$ cat src/rtl/ssref_pkg.sv
package ssref_pkg;

    typedef enum logic [2:0] {
        SS_OFF  = 3'd0,   // start enable low
        SS_WAIT = 3'd1,   // line absent, ramp cleared
        SS_RAMP = 3'd2,   // climbing in steps, internal path
        SS_HOLD = 3'd3,   // at full scale, counting handover window
        SS_EXT  = 3'd4    // external compensator in control
    } ss_state_e;

endpackage

$ cat src/rtl/ssref_ctrl.sv
module ssref_ctrl
    import ssref_pkg::*;
#(
    parameter int N_STEPS     = 32,
    parameter int STEP_CYCLES = 1563,
    parameter int HAND_CYCLES = 300000,
    localparam int IDX_W      = $clog2(N_STEPS + 1),
    localparam int TMR_MAX    = (STEP_CYCLES > HAND_CYCLES) ? STEP_CYCLES : HAND_CYCLES,
    localparam int TMR_W      = $clog2(TMR_MAX + 1)
) (
    input  logic             clk,
    input  logic             rst_n,
    input  logic             start_en,
    input  logic             line_ok,
    input  logic             at_rated,
    output logic [IDX_W-1:0] step_idx,
    output logic             ext_sel,
    output logic             done
);

    localparam logic [TMR_W-1:0] STEP_LAST = TMR_W'(STEP_CYCLES - 1);
    localparam logic [TMR_W-1:0] HAND_LAST = TMR_W'(HAND_CYCLES - 1);
    localparam logic [IDX_W-1:0] IDX_LAST  = IDX_W'(N_STEPS);

    typedef struct packed {
        ss_state_e        state;
        logic [IDX_W-1:0] idx;
        logic [TMR_W-1:0] tmr;
        logic             ext;
        logic             done;
    } ctrl_s;

    ctrl_s s_d, s_q;

    always_comb begin
        s_d = s_q;
        if (!start_en) begin
            s_d.state = SS_OFF;
            s_d.idx   = '0;
            s_d.tmr   = '0;
            s_d.ext   = 1'b0;
            s_d.done  = 1'b0;
        end else if (!line_ok) begin
            s_d.state = SS_WAIT;
            s_d.idx   = '0;
            s_d.tmr   = '0;
            s_d.ext   = 1'b0;
            s_d.done  = 1'b0;
        end else begin
            unique case (s_q.state)
                SS_OFF, SS_WAIT: begin
                    s_d.state = SS_RAMP;
                    s_d.idx   = '0;
                    s_d.tmr   = '0;
                end
                SS_RAMP: begin
                    if (s_q.tmr == STEP_LAST) begin
                        s_d.tmr = '0;
                        s_d.idx = s_q.idx + 1'b1;
                        if (s_q.idx + 1'b1 == IDX_LAST) begin
                            s_d.state = SS_HOLD;
                        end
                    end else begin
                        s_d.tmr = s_q.tmr + 1'b1;
                    end
                end
                SS_HOLD: begin
                    if (!at_rated) begin
                        s_d.tmr = '0;
                    end else if (s_q.tmr == HAND_LAST) begin
                        s_d.tmr   = '0;
                        s_d.state = SS_EXT;
                        s_d.ext   = 1'b1;
                        s_d.done  = 1'b1;
                    end else begin
                        s_d.tmr = s_q.tmr + 1'b1;
                    end
                end
                SS_EXT: begin
                    s_d.ext  = 1'b1;
                    s_d.done = 1'b1;
                end
                default: begin
                    s_d.state = SS_OFF;
                    s_d.idx   = '0;
                    s_d.tmr   = '0;
                    s_d.ext   = 1'b0;
                    s_d.done  = 1'b0;
                end
            endcase
        end
    end

    always_ff @(posedge clk or negedge rst_n) begin
        if (!rst_n) begin
            s_q <= '{state: SS_OFF, idx: '0, tmr: '0, ext: 1'b0, done: 1'b0};
        end else begin
            s_q <= s_d;
        end
    end

    assign step_idx = s_q.idx;
    assign ext_sel  = s_q.ext;
    assign done     = s_q.done;

endmodule

$ cat src/rtl/ssref_code_map.sv
module ssref_code_map #(
    parameter int N_STEPS   = 32,
    parameter int CODE_W    = 12,
    parameter int FULL_CODE = 1000,
    localparam int IDX_W    = $clog2(N_STEPS + 1),
    localparam int PROD_W   = CODE_W + IDX_W,
    localparam bit POW2     = ((N_STEPS & (N_STEPS - 1)) == 0),
    localparam int SHIFT    = $clog2(N_STEPS)
) (
    input  logic [IDX_W-1:0]  step_idx,
    output logic [CODE_W-1:0] code
);

    logic [PROD_W-1:0] prod;
    logic [PROD_W-1:0] quot;

    assign prod = PROD_W'(step_idx) * PROD_W'(FULL_CODE);

    generate
        if (POW2) begin : g_shift
            assign quot = prod >> SHIFT;
        end else begin : g_div
            assign quot = prod / PROD_W'(N_STEPS);
        end
    endgenerate

    assign code = quot[CODE_W-1:0];

endmodule

$ cat src/rtl/ssref_top.sv
module ssref_top #(
    parameter int CODE_W      = 12,
    parameter int FULL_CODE   = 1000,
    parameter int N_STEPS     = 32,
    parameter int STEP_CYCLES = 1563,
    parameter int HAND_CYCLES = 300000,
    localparam int IDX_W      = $clog2(N_STEPS + 1)
) (
    input  logic              clk,
    input  logic              rst_n,
    input  logic              start_en,
    input  logic              line_ok,
    input  logic              at_rated,
    output logic [CODE_W-1:0] ref_code,
    output logic              use_ext,
    output logic              handover_done
);

    logic [IDX_W-1:0] step_idx;

    ssref_ctrl #(
        .N_STEPS    (N_STEPS),
        .STEP_CYCLES(STEP_CYCLES),
        .HAND_CYCLES(HAND_CYCLES)
    ) i_ctrl (
        .clk     (clk),
        .rst_n   (rst_n),
        .start_en(start_en),
        .line_ok (line_ok),
        .at_rated(at_rated),
        .step_idx(step_idx),
        .ext_sel (use_ext),
        .done    (handover_done)
    );

    ssref_code_map #(
        .N_STEPS  (N_STEPS),
        .CODE_W   (CODE_W),
        .FULL_CODE(FULL_CODE)
    ) i_map (
        .step_idx(step_idx),
        .code    (ref_code)
    );

endmodule

$ cat config.mk
export PLATFORM = sky130hd
export DESIGN_NAME = ssref_top
export DESIGN_NICKNAME = d
export VERILOG_FILES = /design/src/rtl/ssref_pkg.sv /design/src/rtl/ssref_ctrl.sv /design/src/rtl/ssref_code_map.sv /design/src/rtl/ssref_top.sv
export SDC_FILE = /design/constraint.sdc
export NUM_CORES = 1
export LEC_CHECK = 0
export ABC_AREA = 1
export ABC_CLOCK_PERIOD_IN_PS = 6100
export CORE_ASPECT_RATIO = 2
export CORE_MARGIN = 2
export CORE_UTILIZATION = 60
export DETAILED_ROUTE_END_ITERATION = 8
export DONT_BUFFER_PORTS = 1
export PLACE_DENSITY = 0.76
export SYNTH_ARGS = -nofsm -noshare
export SYNTH_HDL_FRONTEND = slang
export SYNTH_SLANG_ARGS = --single-unit
$ cat constraint.sdc
create_clock -name clk -period 6.1 [get_ports clk]
set_input_delay 0.61 -clock clk [delete_from_list [all_inputs] [get_ports clk]]
set_output_delay 0.61 -clock clk [all_outputs]
set_load 0.01 [all_outputs]
# Word level (Yosys, flattened, before mapping)
# Index checks and enable logic that the tools add are counted.
# W data, S select, Z words.
[op_classes]
muxes = 15
shifts = 0
multipliers = 1
n_lt_le_gt_ge = 0
addsub = 2
eq_ne = 14
reduce_logical = 7
n_div = 0
bitwise_logic = 0
[ops]
columns = ["op", "n"]
rows = [
  ["$mux W30", 2],
  ["$mux W19", 3],
  ["$pmux W19 S3", 1],
  ["$add A19 B1 Y19 const B", 1],
  ["$eq A19 B11 Y1 const B", 1],
  ["$eq A19 B19 Y1 const B", 1],
  ["$mul A6 B7 Y13 const B", 1],
  ["$ne A4 B3 Y1 const B", 3],
  ["$pmux W3 S4", 1],
  ["$pmux W6 S2", 1],
  ["$mux W3", 3],
  ["$mux W9", 1],
  ["$ne A3 B3 Y1 const B", 3],
  ["$add A6 B1 Y6 const B", 1],
  ["$eq A3 B2 Y1 const B", 2],
  ["$eq A6 B6 Y1 const B", 1],
  ["$pmux W2 S3", 1],
  ["$reduce_and A5 Y1", 1],
  ["$mux W2", 2],
  ["$ne A4 B4 Y1 const B", 1],
  ["$reduce_or A2 Y1", 2],
  ["$eq A3 B1 Y1 const B", 1],
  ["$eq A3 B3 Y1 const B", 1],
  ["$logic_not A3 Y1", 1],
  ["other kinds (3)", 3],
]
[totals]
output_inout_bits = 14
ram_bits = 0
memories = 0
ff_bits = 30
latchBits = 0
word_cells = 44
in_bits = 5
romBits = 0

# Longest topological paths before layout
[logic_depth]
depth_word = 7
mapped_depth = 13
depth_no_buf = 13

# By module
# A second synthesis with hierarchy kept.
[hier_totals]
hier_cells = 373
area_unflattened_um2 = 2834.0
[by_module_without_submodules]
columns = ["module", "area_per_inst_um2", "cells_each", "seq_area_each_um2", "instances"]
rows = [
  ["ssref_ctrl", 1865.5, 246, 725.7, 1],
  ["ssref_code_map", 968.4, 127, 0.0, 1],
]

# Worst setup path after synthesis
# No wires, ideal clock.
[synth_timing]
kind = "reg2out"
startpoint = "register i_ctrl.s_q, in the netlist i_ctrl.step_idx[3]"
endpoint = "output port ref_code[10]"
path_buffers = 0
path_stages_with_launch = 12
arrival_time_ns = 3.192
required_time_ns = 5.490
setup_slack_ns = 2.298
path_cell_list = "dfrtp_1 -> fa_1 -> fa_1 -> inv_1 -> fa_1 -> inv_1 -> ha_1 -> nand2_1 -> o211ai_1 -> nand4_1 -> nand3_1 -> xor2_1"
[synth_via]
elab_chain_cells = 1
[synth_lines]
columns = ["element", "line", "source"]
rows = [
  ["start, declared", "ssref_ctrl.sv:33", "ctrl_s s_d, s_q;"],
  ["start signal, assigned", "ssref_ctrl.sv:96", "s_q <= '{state: SS_OFF, idx: '0, tmr: '0, ext: 1'b0, done: 1'b0};"],
  ["$mul A6 B7 Y13", "ssref_code_map.sv:17", "assign prod = PROD_W'(step_idx) * PROD_W'(FULL_CODE);"],
  ["end, declared", "ssref_top.sv:14", "output logic [CODE_W-1:0] ref_code,"],
]
# Every way passes these cells.

# Worst setup path in the final report
[layout_timing]
startpoint = "register i_ctrl.s_q, in the netlist i_ctrl.step_idx[0]"
endpoint = "output port ref_code[10]"
# Same word-level chain as after synthesis.

==> run metrics <==
status finished, final reports clean; final setup vio count 0; DR vias/cell 5.460; Lkg Pwr 1.485 nW; Setup Skew 3.912 ps; initial antenna violation count 0; Avg Cell Area, Syn 7.521 sq um; Critical Path AT 3830 ps; antenna-violating nets left 0; proportion of layout cells with a drive suffix above 1 8.540%; Synth area leader dfrtp_1; WL per Instance 14.25 um; port buffer count 0; worst-path maximum fanout 9; largest net degree at the start of global routing 30; FMAX 225.1 MHz; share of the synthesized area in the top cell type 26.80%; Synth area leaders dfrtp_1 (27%), ha_1 (12%), nand2_1 (11%), fa_1 (9.6%), inv_1 (8.7%); cts bufs inserted 5; Internal Power 0.2771 mW; GP Congestion 0.9791; setup ws final 1657 ps; final total power 0.3644 mW; post-CTS setup buffers 0; crit path cell chain fa_1 > inv_1 > fa_1 > fa_1 > inv_1 > ha_1 > nand2_1 > o211ai_1 > nand4_1 > nand3_1 > xor2_1; Post-synth top flop dfrtp_1; die area 5099 sq um; first-pass GRT wire length 9.977 mm; Max stage delay cell, worst path fa_1; Placed Area 2735 sq um; vias in the first global route 2,307; Rel. slew slack 56.01%; Final Core Density 65.02%; Post-Syn Nets 404; # Max-Cap Violations 0; DPL Wire Length 4.927 mm; nets@finish 406; Die Width 51.50 um; CP required 5490 ps; WS Path Type flop to output port; setup TNS 0 ps; GRT Overall Usage 26.33%; EDFF count, synth 0; #FFs+latches synth 29; Post-Syn Area 2708 sq um; final global-route overflow total 0; pre-CTS WS 1955 ps; CTS HTree Levels 2; Psw 0.08735 mW; RSZ-0062 raised after global routing false; Yosys cell types 27; CP Launch Type flop; Clock Tree Root clkbuf_8; Fin. Hold Viols 0; CTS clk-pin slew, worst paths 60 ps; clk sink count 29; Sw Ratio 23.97%; clk buf depth 2; sequential share of the synthesized area 26.80%; worst slew pin tran 654.8 ps; detailed-route via count 2,277; worst IR drop on VDD 0.1841 mV; Antenna diodes 0; logic gate share of total power 4.4%; min cycle time layout 4443 ps; Pre-antenna DRT Iters 4; total of warnings raised by yosys 0; R2R cell count 6; row count 34; crit-path max cell delay 620 ps; ys async rst share 100.0%; Cells after Synth 360; Clk pwr share 41.9%; hold crit path type input port to async pin; fin crit share 72.83%; Final Max Slew Viols 0; most numerous cell in the Yosys netlist nand2_1; cell mode on critical path fa_1; # IOs 19; number of remaining DRC errors 0; Worst-Skew Late Latency 280 ps; drt first-iter violations 73; post_cts resized 0; TritonCTS clock tree done; sequential share of power 53.7%; final wirelength 5.944 mm; chip height 99 um; synthesis-to-finish area growth 4.205%; top cell types by occurrence after synthesis nand2_1 (80), inv_1 (63), dfrtp_1 (29), nor2_1 (29), ha_1 (26); Pwr Density 129.2 nW/um^2; critical path endpoint category output port; core box area 4339 sq um; Starting Density 62.40%; design area 2821 sq um; hold_buf cts 0
-- state kept, by name, summed over array words and instances (netlist names) --
name	flops
i_ctrl.s_q	22
i_ctrl.done	1
i_ctrl.step_idx	6
-- metrics by stage --
stage          cells  hold slack (ps)
6_report         417            18.66
5_1_grt          417            1.837
4_1_cts          417            14.20
3_5_place_dp     409            315.0
3_3_place_gp     409            314.9
2_1_floorplan    360            314.4
-- layer usage --
metal  share of wire, %  vias up  wire length (um)  global-route usage (%)
met1                 31     1094              1859                   21.88
met4                2.9        0               173                   9.919
li1                   -     1123                 -                       -
met3                1.9       15               111                   3.030
met2                 64       45              3799                   56.21
met5                  0        -                 0                       0
-- cell type report --
cell class	instances	area [sq um]
Fill cell	401	1518
Multi-Input combinational cell	258	1687
Clock inverter	3	17.52
Sequential cell	29	725.7
Tap cell	54	67.56
Inverter	68	255.2
Clock buffer	5	68.82
-- power by group through the flow --
| stage | clock network [mW] | registers [mW] | logic (mW) |
|---|---|---|---|
| floorplan | 0 | 0.199 | 0.0135 |
| global placement | 0 | 0.199 | 0.0155 |
| finish | 0.153 | 0.196 | 0.0160 |
| CTS | 0.157 | 0.196 | 0.0161 |
| detailed placement | 0 | 0.199 | 0.0160 |
| global route | 0.164 | 0.196 | 0.0180 |
-- worst paths after layout --
check	slack, ps	startpoint	to
setup / recovery	1660	i_ctrl.step_idx[0]	ref_code[10]
hold / removal	20	rst_n	i_ctrl.s_q[27]
setup reg to reg	4100	i_ctrl.s_q[27]	i_ctrl.step_idx[3]
hold reg to reg	560	i_ctrl.s_q[3]	i_ctrl.s_q[3]
max in group asynchronous	6000	rst_n	i_ctrl.s_q[19]
min in group clk	480	start_en	i_ctrl.s_q[27]
-- worst max-delay path: cells and delay by family, from the launching register on --
| family | cells | cell delay (ps) |
|---|---|---|
| xor gates and xnor gates | 1 | 260 |
| adders and majority gates | 4 | 1980 |
| buffers and inverters | 2 | 110 |
| DFF | 1 | 490 |
| AOI/OAI and AO/OA | 1 | 350 |
| and+or+nand+nor | 3 | 350 |
-- logic make-up after synthesis --
group / count (synthesis) / share of synthesized area (%)
adder cells (fa/ha/maj): 39 / 21.63
AND/OR/NAND/NOR: 168 / 27.68
other: 1 / 0.1385
XOR/XNOR: 21 / 6.793
AO/OA/AOI/OAI: 29 / 6.054
buffers and inverters: 73 / 10.91
flip-flops: 29 / 26.80
-- cells in the final DEF (no fill, tap or decap), drive strengths merged --
cell type / n
a21o: 1
a21oi: 11
clkbuf: 5
clkinv: 2
clkinvlp: 1
conb: 1
dfrtp: 29
fa: 13
ha: 26
inv: 68
nand2: 82
nand3: 24
nand3b: 1
nand4: 10
nor2: 43
nor3: 8
o211ai: 2
o21ai: 15
xnor2: 8
xor2: 13
Note: power is estimated with default switching activity, not from simulation.
